==> src/rtl/gpio_port_pkg.sv <==
package gpio_port_pkg;

  // Offsets are decoded by software, so they are fixed.
  localparam int unsigned OFS_LATCH = 0;
  localparam int unsigned OFS_PINS  = 1;
  localparam int unsigned OFS_DIR   = 2;
  localparam int unsigned OFS_CTRL  = 3;

  typedef struct packed {
    logic out;
    logic oe;
    logic pu;
  } pad_drive_t;

  // Per-pin drive decode: direction and control bit select the mode.
  function automatic pad_drive_t decode_pin(input logic dir, input logic ctl, input logic lat);
    pad_drive_t d;
    d = '0;
    if (!dir) begin
      d.pu = ctl;                 // input: pulled-up or floating
    end else if (ctl) begin
      d.out = lat;                // push-pull
      d.oe  = 1'b1;
    end else begin
      d.out = 1'b0;               // pseudo-open-drain: low only
      d.oe  = ~lat;
    end
    return d;
  endfunction

endpackage

==> src/rtl/gpio_pin_sync.sv <==
module gpio_pin_sync #(
  parameter int WIDTH  = 8,
  parameter int STAGES = 2
) (
  input  logic             clk,
  input  logic             rst,
  input  logic [WIDTH-1:0] din,
  output logic [WIDTH-1:0] dout
);

  logic [WIDTH-1:0] stage_q [STAGES];

  always_ff @(posedge clk) begin
    if (rst) stage_q[0] <= '0;
    else     stage_q[0] <= din;
  end

  for (genvar s = 1; s < STAGES; s++) begin : g_stage
    always_ff @(posedge clk) begin
      if (rst) stage_q[s] <= '0;
      else     stage_q[s] <= stage_q[s-1];
    end
  end

  assign dout = stage_q[STAGES-1];

  // the first stage captures the pin level of the previous cycle
  a_r8_first_stage: assert property (@(posedge clk) disable iff (rst)
    !$past(rst) |-> stage_q[0] == $past(din));

endmodule

==> src/rtl/gpio_port_regs.sv <==
module gpio_port_regs
  import gpio_port_pkg::*;
#(
  parameter int               PORT_W   = 8,
  parameter int               ADDR_W   = 3,
  parameter logic [PORT_W-1:0] CTRL_RST = '0
) (
  input  logic              clk,
  input  logic              rst,
  input  logic [ADDR_W-1:0] bus_addr,
  input  logic              bus_we,
  input  logic [PORT_W-1:0] bus_wdata,
  input  logic [PORT_W-1:0] pins_sync,
  output logic [PORT_W-1:0] bus_rdata,
  output logic [PORT_W-1:0] latch_q,
  output logic [PORT_W-1:0] dir_q,
  output logic [PORT_W-1:0] ctrl_q
);

  localparam logic [ADDR_W-1:0] A_LATCH = ADDR_W'(OFS_LATCH);
  localparam logic [ADDR_W-1:0] A_PINS  = ADDR_W'(OFS_PINS);
  localparam logic [ADDR_W-1:0] A_DIR   = ADDR_W'(OFS_DIR);
  localparam logic [ADDR_W-1:0] A_CTRL  = ADDR_W'(OFS_CTRL);

  logic wr_latch, wr_dir, wr_ctrl;

  assign wr_latch = bus_we && (bus_addr == A_LATCH);
  assign wr_dir   = bus_we && (bus_addr == A_DIR);
  assign wr_ctrl  = bus_we && (bus_addr == A_CTRL);

  always_ff @(posedge clk) begin
    if (rst) begin
      latch_q <= '0;
      dir_q   <= '0;
      ctrl_q  <= CTRL_RST;
    end else begin
      if (wr_latch) latch_q <= bus_wdata;
      if (wr_dir)   dir_q   <= bus_wdata;
      if (wr_ctrl)  ctrl_q  <= bus_wdata;
    end
  end

  always_comb begin
    unique case (bus_addr)
      A_LATCH: bus_rdata = latch_q;
      A_PINS:  bus_rdata = pins_sync;
      A_DIR:   bus_rdata = dir_q;
      A_CTRL:  bus_rdata = ctrl_q;
      default: bus_rdata = '0;
    endcase
  end

  // state after a reset cycle
  a_r1_reset_values: assert property (@(posedge clk)
    $past(rst) |-> (latch_q == '0 && dir_q == '0 && ctrl_q == CTRL_RST));

  // a latch write lands on the strobe edge
  a_r10_write_lands: assert property (@(posedge clk) disable iff (rst)
    (bus_we && bus_addr == A_LATCH) |=> latch_q == $past(bus_wdata));

  // writes off the writable offsets leave every register alone
  a_r9_ignored_write: assert property (@(posedge clk) disable iff (rst)
    (bus_we && bus_addr != A_LATCH && bus_addr != A_DIR && bus_addr != A_CTRL)
      |=> ($stable(latch_q) && $stable(dir_q) && $stable(ctrl_q)));

endmodule

==> src/rtl/gpio_pad_ctrl.sv <==
module gpio_pad_ctrl
  import gpio_port_pkg::*;
#(
  parameter int PORT_W = 8
) (
  input  logic [PORT_W-1:0] latch_q,
  input  logic [PORT_W-1:0] dir_q,
  input  logic [PORT_W-1:0] ctrl_q,
  output logic [PORT_W-1:0] pad_out,
  output logic [PORT_W-1:0] pad_oe,
  output logic [PORT_W-1:0] pad_pu
);

  for (genvar i = 0; i < PORT_W; i++) begin : g_pin
    pad_drive_t drv;
    assign drv        = decode_pin(dir_q[i], ctrl_q[i], latch_q[i]);
    assign pad_out[i] = drv.out;
    assign pad_oe[i]  = drv.oe;
    assign pad_pu[i]  = drv.pu;
  end

endmodule

==> src/rtl/gpio_port.sv <==
module gpio_port
  import gpio_port_pkg::*;
#(
  parameter int               PORT_W      = 8,
  parameter int               ADDR_W      = 3,
  parameter int               SYNC_STAGES = 2,
  parameter logic [PORT_W-1:0] CTRL_RST    = '0
) (
  input  logic              clk,
  input  logic              rst,
  input  logic [ADDR_W-1:0] bus_addr,
  input  logic              bus_we,
  input  logic [PORT_W-1:0] bus_wdata,
  output logic [PORT_W-1:0] bus_rdata,
  input  logic [PORT_W-1:0] pin_in,
  output logic [PORT_W-1:0] pad_out,
  output logic [PORT_W-1:0] pad_oe,
  output logic [PORT_W-1:0] pad_pu
);

  logic [PORT_W-1:0] pins_sync;
  logic [PORT_W-1:0] latch_q, dir_q, ctrl_q;

  gpio_pin_sync #(.WIDTH(PORT_W), .STAGES(SYNC_STAGES)) u_sync (
    .clk  (clk),
    .rst  (rst),
    .din  (pin_in),
    .dout (pins_sync)
  );

  gpio_port_regs #(.PORT_W(PORT_W), .ADDR_W(ADDR_W), .CTRL_RST(CTRL_RST)) u_regs (
    .clk       (clk),
    .rst       (rst),
    .bus_addr  (bus_addr),
    .bus_we    (bus_we),
    .bus_wdata (bus_wdata),
    .pins_sync (pins_sync),
    .bus_rdata (bus_rdata),
    .latch_q   (latch_q),
    .dir_q     (dir_q),
    .ctrl_q    (ctrl_q)
  );

  gpio_pad_ctrl #(.PORT_W(PORT_W)) u_pad (
    .latch_q (latch_q),
    .dir_q   (dir_q),
    .ctrl_q  (ctrl_q),
    .pad_out (pad_out),
    .pad_oe  (pad_oe),
    .pad_pu  (pad_pu)
  );

  // no driver on an input pin
  a_r3_no_drive_on_input: assert property (@(posedge clk) disable iff (rst)
    (pad_oe & ~dir_q) == '0);

  // pseudo-open-drain pins never drive high
  a_r6_od_never_high: assert property (@(posedge clk) disable iff (rst)
    (pad_oe & pad_out & dir_q & ~ctrl_q) == '0);

  // pull-ups are off on every output pin
  a_r7_no_pullup_on_output: assert property (@(posedge clk) disable iff (rst)
    (pad_pu & dir_q) == '0);

endmodule

==> config.mk <==
export PLATFORM = sky130hd
export DESIGN_NAME = gpio_port
export DESIGN_NICKNAME = d
export VERILOG_FILES = /design/src/rtl/gpio_port_pkg.sv /design/src/rtl/gpio_pin_sync.sv /design/src/rtl/gpio_port_regs.sv /design/src/rtl/gpio_pad_ctrl.sv /design/src/rtl/gpio_port.sv
export SDC_FILE = /design/constraint.sdc
export NUM_CORES = 1
export LEC_CHECK = 0
export BUFFER_PORTS_ARGS = -buffer_cell sky130_fd_sc_hd__buf_2
export CORE_MARGIN = 1.5
export CORE_UTILIZATION = 30
export CTS_CLUSTER_DIAMETER = 120
export CTS_CLUSTER_SIZE = 24
export DETAILED_ROUTE_END_ITERATION = 10
export PLACE_DENSITY = 0.58
export SYNTH_ARGS = -nofsm -noshare
export SYNTH_HDL_FRONTEND = slang
export SYNTH_HIERARCHICAL = 1
export SYNTH_SLANG_ARGS = --single-unit
==> constraint.sdc <==
create_clock -name clk -period 1.5 [get_ports clk]
set_input_delay 0.3 -clock clk [delete_from_list [all_inputs] [get_ports clk]]
set_output_delay 0.3 -clock clk [all_outputs]
set_load 0.05 [all_outputs]
==> key figures, run 1 <==
Power
  – Cell Pwr Density: 862 nW/um^2
  – Static Leakage: 1.22 nW
  – VDD IR max: 0.555 mV

Yosys
  – Mapped cell area: 1880 sq um
  – Sequential area share after synthesis: 0.426
  – #FFs+latches synth: 40
  – Ys flop type: dfxtp_1
  – Syn Area/Cell: 10.2 sq um
  – Netlist cell types: 21
  – Synth Net Count: about 210
  – Synth async-reset ratio: 0
  – Mapped Cells: 185
  – EDFF count, synth: 0
  – Yosys Warn Count: 6

Routing
  – Via total after detailed routing: 1,460
  – Pre-Repair DR Iteration Count: 4
  – DR iter-0 viols: just over 80
  – Drt via density: around 4.5
  – Routed Antenna Nets: 0
  – Routed len/inst: 12.8 microns
  – DRC viols: 0
  – Post-Route WL: 4160 microns

Timing
  – Final setup fails: 0
  – Clk_skew: 5.35 ps
  – Setup TNS: 0 ps
  – Fin. Hold Viols: 0
  – Min cycle time layout: 1460 ps
  – Final Worst Setup Slack: 41.2 ps
  – RSZ-0062 raised after global routing: true
  – Slew headroom: 0.803
  – Fmax: 0.685 GHz
  – Slew Limit Fails: 0
  – Tightest Pin Transition: slightly below 300 ps
  – Final period util: 0.973

Final layout
  – Commonest non-fill, non-tap cells in the layout: 37 x buf_2, 32 x nand2b_1, 31 x mux2i_1
  – ANT cells: 0
  – Fillcell total: between 500 and 600
  – Commonest non-fill, non-tap cell in the layout: buf_2
  – Synth-to-Final Area Change: 42.6%
  – Share of layout cells above drive strength 1: 0.508
  – Nets: 271
  – Finished Cell Area: ~2700 sq um
  – Layout Utilization: 0.448

Global routing
  – Vias in the first global route: 1,230
  – Global route total overflow: 0
  – Largest net degree at the start of global routing: 49
  – Global-route wire length before repair: 6360 microns
  – GRT Overall Usage: 0.128
  – Initial antenna violation count: 0

Critical path
  – Critical Path RT: 1200 ps
  – R2r worst-path depth: 2
  – Critical Path End: bus_rdata[1]
  – Crit path DAT: 1160 ps
  – CP Launch Type: input pin
  – RR Startpoint: u_regs/ctrl_q[5]
  – Setup CP Type: input pin to output port
  – Worst R2R Setup Slack: 820 ps
  – FF-to-FF End: u_regs/ctrl_q[5]
  – Setup crit end kind: output port
  – CP startpoint: bus_addr[1]
  – Worst-path maximum fanout: 6

Clock tree
  – CTS H-Tree Depth: 2
  – CTS max path bufs: 2
  – CTS tree: built
  – Post-CTS Setup Bufs: 0
  – CTS Buf Count: 5
  – Skew-Pair Late Insertion Delay: approximately 290 ps
  – Clock slew at reported path FFs: 80 ps
  – Clock root buffer: clkbuf_8
  – Clk sink count: 40

Die
  – Die Ht: 82.2 microns
  – Initial Util: 0.314
  – Die span in x: between 80 and 90 microns
  – Die area: around 6800 sq um
  – I/O pin cnt: 54
  – Rows: 28
  – Core area: 5990 sq um

Placed design
  – IO buf count: 53
  – Cell Area, Placed: ~2400 sq um
  – Post-DP HPWL: a little under 3000 microns
  – Place WS: -260 ps
  – GPL Wtd Cong: 0.678

Run
  – Maxcap violations: 0

Status
  – Status: finished clean

Min path
  – Worst Hold Class: input pin to flip-flop
kinds of logic (layout without fill, tap and decap cells):
family / count (synthesis) / in the layout / share of synthesized area
mux: 40 / 40 / 0.213
flops: 40 / 40 / 0.426
compound gates: 16 / 16 / 0.0586
simple gates: 70 / 70 / 0.253
buf+inv: 19 / 84 / 0.0499
metal layers:
metal,share of wire,track usage,wire length (microns)
met3,0.053,0.0330,219
met2,0.41,0.176,1710
met4,0.013,0.0508,56
met5,0,0,0
met1,0.52,0.188,2180
metrics by stage:
stage | hold WS, ps | std cells | power (W)
after floorplan | 414 | 185 | 0.00134
after global placement | 422 | 317 | 0.00144
after detailed placement | 425 | 317 | 0.00144
after CTS | 211 | 325 | 0.00232
after global routing | 220 | 325 | 0.00240
final | 210 | 325 | 0.00231
flip-flops by register name, summed over array words and instances (netlist names):
name and count:
u_regs/ctrl_q 8, u_regs/dir_q 8, u_regs/latch_q 8, u_sync/stage_q 16
synthesized netlist by cell type, types with 2 or more instances:
cell type / count / area [sq um]
a21boi_1: 8 / 60.1
clkbuf_1: 3 / 11.3
inv_1: 8 / 30.0
o22ai_1: 8 / 50.1
mux2i_1: 40 / 400
buf_2: 3 / 15.0
nor2b_2: 7 / 61.3
buf_1: 2 / 7.51
dfxtp_1: 40 / 801
nor2_1: 8 / 30.0
nor2b_1: 3 / 18.8
and2b_2: 6 / 52.6
nand2b_1: 33 / 206
and3_2: 8 / 60.1
buf_6: 2 / 22.5
power breakdown:
| part | internal [W] | switching [W] |
|---|---|---|
| Combinational | 0.000152 | 0.000167 |
| Clock | 0.000494 | 0.000379 |
| Sequential | 0.00110 | 0.0000215 |
| Total | 0.00174 | 0.000568 |
repair_timing:
action	4_1_cts	5_1_grt
resized for setup	25	27
setup endpoints to repair	8	17
hold buffers	0	0
critical path, stage by stage:
cell and delay (ps):
buf_2 110, or2_4 260, buf_12 150, o22ai_4 150, buf_6 180
layout make-up:
cell class | instances | area [sq um] | share of cell area
clock buffer | 6 | 72.6 | 0.0271
clock inverter | 2 | 35.0 | 0.0131
sequential | 40 | 815 | 0.304
timing repair buffer | 68 | 489 | 0.182
multi-input combinational | 126 | 1150 | 0.427
inverter | 8 | 30.0 | 0.0112
tap | 75 | 93.8 | 0.0350
worst min path at each step:
stage	startpoint	slack [ps]	cells past startpoint	to
6_report	pin_in[3]	210	2	u_sync/stage_q[0][3]
5_1_grt	pin_in[4]	220	2	u_sync/stage_q[0][4]
4_1_cts	pin_in[3]	210	2	u_sync/stage_q[0][3]
3_5_place_dp	u_sync/stage_q[0][1]	430	1	u_sync/stage_q[1][1]
3_3_place_gp	u_sync/stage_q[0][0]	420	1	u_sync/stage_q[1][0]
2_1_floorplan	u_sync/stage_q[0][3]	410	1	u_sync/stage_q[1][3]
(Power assumes the default switching activity.)
==> run 2, diff against run 1 <==
Settings changed: RECOVER_POWER set to 25.
==> run 2 against run 1 <==
Compared with the run above:
- clock skew is 0.66 ps higher
- maximum frequency hardly changed
- worst setup slack hardly changed
- global-route usage stayed put
- wire length is 0.12% higher
- first-iteration DRC count is 3.6% lower
- sequential power hardly changed
- sequential cell count stayed put
- clock power hardly changed
- combinational power is 1% lower
==> key figures, run 2 (synthesis results as in run 1) <==
Global routing
  – Initial antenna violation count: 0 (unchanged)
  – Vias in the first global route: 1,230 (unchanged)
  – GRT Overall Usage: 0.128 (unchanged)
  – Global route total overflow: 0 (unchanged)
  – Global-route wire length before repair: 6360 microns (unchanged)
  – Largest net degree at the start of global routing: 49 (unchanged)

Timing
  – RSZ-0062 raised after global routing: true
  – Final period util: 0.973 (about the same)
  – Tightest Pin Transition: 825 ps (+533 ps)
  – Slew headroom: 0.450 (-0.353)
  – Fin. Hold Viols: 0 (unchanged)
  – Final hold slack: 210 ps (-0.0640 ps)
  – Clk_skew: 6.01 ps (+0.658 ps)
  – Final setup fails: 0 (unchanged)
  – Fmax: 0.685 GHz (about the same)
  – Slew Limit Fails: 0 (unchanged)
  – Min cycle time layout: 1460 ps (-0.00200 ps)

Clock tree
  – Clk sink count: 40 (unchanged)
  – CTS max path bufs: 2 (unchanged)
  – CTS Buf Count: 5 (unchanged)
  – Clock slew at reported path FFs: 80 ps (about the same)
  – CTS tree: built
  – Clock root buffer: clkbuf_8
  – CTS H-Tree Depth: 2 (unchanged)
  – Skew-Pair Late Insertion Delay: 290 ps (about the same)

Die
  – Die area: 6750 sq um (unchanged)
  – Die Ht: 82.2 microns (unchanged)
  – Rows: 28 (unchanged)
  – Die span in x: 82.2 microns (unchanged)
  – Initial Util: 0.314 (unchanged)
  – Core area: 5990 sq um (unchanged)
  – I/O pin cnt: 54 (unchanged)

Final layout
  – Layout Utilization: 0.445 (-0.00251)
  – Synth-to-Final Area Change: 41.8%
  – Commonest non-fill, non-tap cells in the layout: 37 x buf_2, 32 x nand2b_1, 31 x mux2i_1
  – Share of layout cells above drive strength 1: 0.508 (unchanged)
  – Biggest register: u_sync/stage_q
  – Max reg flops: 16 (unchanged)
  – ANT cells: 0 (unchanged)
  – Nets: 271 (unchanged)
  – Commonest non-fill, non-tap cell in the layout: buf_2

Critical path
  – CP Launch Type: input pin
  – Setup crit end kind: output port
  – Critical Path RT: 1200 ps (about the same)
  – Setup CP Type: input pin to output port
  – CP peak stage delay: 260 ps (about the same)
  – Cell family with most CP delay: buffers and inverters
  – Crit path cell chain: buf_2 > or2_4 > buf_12 > o22ai_4 > buf_6
  – Critical-path top delay cell: or2_4
  – Worst-path maximum fanout: 6 (unchanged)
  – Crit path DAT: 1160 ps (about the same)
  – Buf/Inv on CP: 3 (unchanged)

Placed design
  – Post-DP HPWL: 2910 microns (unchanged)
  – IO buf count: 53 (unchanged)
  – GPL Wtd Cong: 0.678 (unchanged)

Routing
  – Routed len/inst: 12.8 microns (+0.12%)
  – DR iter-0 viols: 80 (-3.6%)
  – DRC viols: 0 (unchanged)
  – Post-Route WL: 4170 microns (+0.12%)
  – Routed Antenna Nets: 0 (unchanged)
  – Pre-Repair DR Iteration Count: 4 (unchanged)
  – Via total after detailed routing: 1,463 (+0.21%)
  – Drt via density: 4.50 (+0.21%)

Power
  – Static Leakage: 1.21 nW (-0.43%)
  – Cell Pwr Density: 865 nW/um^2 (+0.40%)
  – VDD IR max: 0.543 mV (-2.1%)

Min path
  – Worst Hold Class: input pin to flip-flop

Status
  – Status: finished clean

Run
  – Maxcap violations: 0 (unchanged)
run 2: cell types whose count changed in the layout (fill, tap and decap cells not counted):
cell / before / now
clkbuf_2: 0 / 1
buf_12: 3 / 2
run 2: stage by stage:
step                TNS [ps]  setup WS [ps]  cells  total power, W  area, sq um
floorplan                  0           13.5    185         0.00134         2000
global placement       -4160           -235    317         0.00144         2440
detailed placement     -4410           -260    317         0.00144         2440
CTS                        0           14.7    325         0.00232         2630
global route           -3.45          -3.00    325         0.00240         2670
finish                     0           41.2    325         0.00231         2670
run 2: layout make-up:
class / instances / area (sq um)
clock buffers: 6 / 72.6
clock inverters: 2 / 35.0
fillers: 591 / 3320
inverters: 8 / 30.0
multi-input cells: 126 / 1150
flip-flops and latches: 40 / 815
well taps: 75 / 93.8
repair buffers: 68 / 474
run 2: layer usage:
metal,vias to the layer above,part of all wire,global-route usage
met4,0,0.013,0.0508
met1,668,0.52,0.188
met5,-,0,0
li1,749,-,-
met3,7,0.053,0.0330
met2,39,0.41,0.176
run 2: final timing paths:
check | start | endpoint | slack (ps) | cells after the start
max | bus_addr[1] | bus_rdata[1] | 40 | 5
min | pin_in[3] | u_sync/stage_q[0][3] | 210 | 2
max reg2reg | u_regs/ctrl_q[5] | u_regs/ctrl_q[5] | 820 | 2
min reg2reg | u_sync/stage_q[0][3] | u_sync/stage_q[1][3] | 440 | 1
run 2: power breakdown:
part	leakage, nW	switching, W	internal, W	total (W)
registers	0.332	0.0000216	0.00110	0.00112
logic	0.824	0.000166	0.000149	0.000315
clock network	0.0552	0.000380	0.000494	0.000874
run 2: what timing repair did:
| item | CTS | global route |
|---|---|---|
| cloned | 0 | 0 |
| buffers inserted | 0 | 0 |
| hold buffers | 0 | 0 |
| gates resized for setup | 25 | 27 |
| endpoints found under the hold margin | 0 | 0 |
| endpoints found under the setup margin | 8 | 17 |
==> run 3, diff against run 2 <==
Settings changed: SYNTH_HIERARCHICAL 1 to unset.
==> run 3 against run 2 <==
Compared with the run above:
- worst setup slack got worse by 4.3 ps
- critical path depth down 2
- utilization fell by 1.9 points
- sequential cell count did not move
- non-clock buffer count down 5
- clock-buffer cell count stayed put
- hold slack better by 11 ps
- critical path type is now flip-flop to output port
- critical endpoint is now bus_rdata[0]
- largest cell class unchanged
- largest power group unchanged
==> key figures, run 3 <==
Critical path
  – Cell family with most CP delay: flip-flops
  – Setup crit end kind: output port
  – CP peak stage delay: 340 ps (+80 ps)
  – Critical Path RT: 1200 ps (about the same)
  – Worst-path maximum fanout: 4 (-2)
  – Buf/Inv on CP: 1 (-2)
  – Crit path cell chain: mux2i_1 > o22ai_4 > buf_6
  – Setup CP Type: flip-flop to output port
  – Crit path DAT: 1160 ps (about the same)
  – Critical-path top delay cell: dfxtp_1
  – Worst R2R Setup Slack: 840 ps (+20 ps)
  – CP Launch Type: flip-flop

Routing
  – DR iter-0 viols: 49 (-39%)
  – DRC viols: 0 (unchanged)
  – Drt via density: 4.48 (-0.41%)
  – Via total after detailed routing: 1,439 (-1.6%)
  – Routed len/inst: 12.5 microns (-2.8%)
  – Post-Route WL: 4000 microns (-4.0%)
  – Pre-Repair DR Iteration Count: 4 (unchanged)
  – Routed Antenna Nets: 0 (unchanged)

Timing
  – Final setup fails: 0 (unchanged)
  – Fin. Hold Viols: 0 (unchanged)
  – Clk_skew: 4.96 ps (-1.05 ps)
  – Tightest Pin Transition: 762 ps (-62.6 ps)
  – Final hold slack: 221 ps (+11.0 ps)
  – Slew headroom: 0.492 (+0.0418)
  – Final period util: 0.975 (+0.00285)
  – Setup TNS: 0 ps (unchanged)
  – Min cycle time layout: 1460 ps (+4.28 ps)
  – Slew Limit Fails: 0 (unchanged)
  – Fmax: 0.683 GHz (-0.29%)
  – RSZ-0062 raised after global routing: true

Final layout
  – Commonest non-fill, non-tap cell in the layout: buf_2
  – Commonest non-fill, non-tap cells in the layout: 42 x buf_2, 35 x dfxtp_1, 32 x mux2i_1, 32 x nand2b_1, 16 x nor2b_1
  – Synth-to-Final Area Change: 36.9%
  – Nets: 267 (-1.5%)
  – Biggest register: u_sync.stage_q
  – ANT cells: 0 (unchanged)
  – Max reg flops: 16 (unchanged)
  – Share of layout cells above drive strength 1: 0.386 (-0.122)
  – Fillcell total: 594 (+0.51%)

Placed design
  – Post-DP HPWL: 2830 microns (-2.5%)
  – GPL Wtd Cong: 0.749 (+11%)
  – IO buf count: 53 (unchanged)

Yosys
  – EDFF count, synth: 0 (unchanged)
  – Synth Net Count: 210 (+1.4%)
  – Synth cell count leaders: 40 x dfxtp_1, 40 x mux2i_1, 33 x nand2b_1
  – Sequential area share after synthesis: 0.432 (+0.00633)
  – Mapped cell area: 1850 sq um (-1.5%)
  – Largest area contributor in the netlist: dfxtp_1
  – Netlist cell types: 19 (-9.5%)
  – Top cell type's share of synthesized area: 0.432 (+0.00633)
  – #FFs+latches synth: 40 (unchanged)
  – Syn Area/Cell: 9.86 sq um (-3.0%)
  – Synth async-reset ratio: 0 (unchanged)
  – Mapped Cells: 188 (+1.6%)
  – Ranking of synthesized cells by area: dfxtp_1 43%, mux2i_1 22%, nand2b_1 11%
  – Yosys Warn Count: 0 (-6)
  – Ys flop type: dfxtp_1

Die
  – Die Ht: 81.6 microns (-0.71%)
  – Die span in x: 81.6 microns (-0.71%)
  – Initial Util: 0.311 (-0.00278)
  – Rows: 28 (unchanged)
  – Die area: 6660 sq um (-1.4%)
  – Core area: 5960 sq um (-0.58%)
  – I/O pin cnt: 54 (unchanged)

Clock tree
  – CTS tree: built
  – Clock root buffer: clkbuf_8
  – Hold_buf cts: 0 (unchanged)
  – CTS max path bufs: 2 (unchanged)
  – CTS H-Tree Depth: 2 (unchanged)
  – Clock slew at reported path FFs: 70 ps (about the same)
  – CTS Buf Count: 5 (unchanged)
  – Skew-Pair Late Insertion Delay: 280 ps (about the same)
  – Clk sink count: 40 (unchanged)

Global routing
  – Initial antenna violation count: 0 (unchanged)
  – Vias in the first global route: 1,324 (+7.6%)
  – Largest net degree at the start of global routing: 49 (unchanged)
  – Global route total overflow: 0 (unchanged)
  – GRT Overall Usage: 0.127 (-0.000882)
  – Global-route wire length before repair: 6290 microns (-1.2%)

Run
  – Maxcap violations: 0 (unchanged)

Power
  – Cell Pwr Density: 839 nW/um^2 (-3.1%)
  – Static Leakage: 1.16 nW (-4.1%)
  – VDD IR max: 0.358 mV (-34%)

Min path
  – Worst Hold Class: input pin to flip-flop

Status
  – Status: finished clean
run 3: changes by cell type in the layout (fill, tap and decap cells not counted), sizes merged:
| cell | delta |
|---|---|
| and2b | -6 |
| and4b | +1 |
| buf | -4 |
| bufinv | -1 |
| clkbuf | -1 |
| clkinv | +1 |
| nor2b | +6 |
run 3: through the flow:
step	setup slack, ps	utilization	total power, W	instances	cell area (sq um)
finish	36.9	0.426	0.00213	321	2540
global route	-23.5	0.426	0.00222	321	2540
CTS	-22.2	0.415	0.00214	321	2470
detailed placement	-212	0.392	0.00141	313	2340
global placement	-198	0.392	0.00141	313	2340
floorplan	-126	-	0.00133	188	1960
run 3: final timing paths:
check	from	to	cells past startpoint
setup / recovery	u_regs.ctrl_q[0]	bus_rdata[0]	3
hold / removal	pin_in[0]	u_sync.stage_q[0][0]	2
setup reg to reg	u_regs.ctrl_q[3]	u_regs.ctrl_q[3]	2
hold reg to reg	u_sync.stage_q[0][2]	u_sync.stage_q[1][2]	1
run 3: repair_timing:
item | CTS | global route
resized for setup | 14 | 25
setup endpoints to repair | 8 | 11
setup buffers | 0 | 0
run 3: area by class of cell:
| type | instances | area [sq um] | share of cell area |
|---|---|---|---|
| multi-input combinational | 127 | 1110 | 0.436 |
| sequential | 40 | 807 | 0.318 |
| timing repair buffer | 63 | 407 | 0.160 |
| tap | 75 | 93.8 | 0.0370 |
| clock buffer | 6 | 82.6 | 0.0325 |
| inverter | 8 | 30.0 | 0.0118 |
| clock inverter | 2 | 10.0 | 0.00394 |
run 3: layer usage:
metal  share of wire  GRT usage
met4           0.018     0.0610
met5               0          0
met2            0.43      0.193
met1            0.50      0.170
met3           0.050     0.0278
run 3: kinds of logic (layout without fill, tap and decap cells):
family	count (synthesis)	after routing	share of synthesized area
buffers and inverters	21	79	0.0513
AND/OR/NAND/NOR	71	71	0.241
multiplexers	40	40	0.216
AO/OA/AOI/OAI	16	16	0.0594
flip-flops	40	40	0.432
run 3: power breakdown:
group          total (W)  internal, W  switching (W)
sequential       0.00112      0.00110      0.0000215
combinational   0.000291     0.000129       0.000162
clock           0.000719     0.000367       0.000352
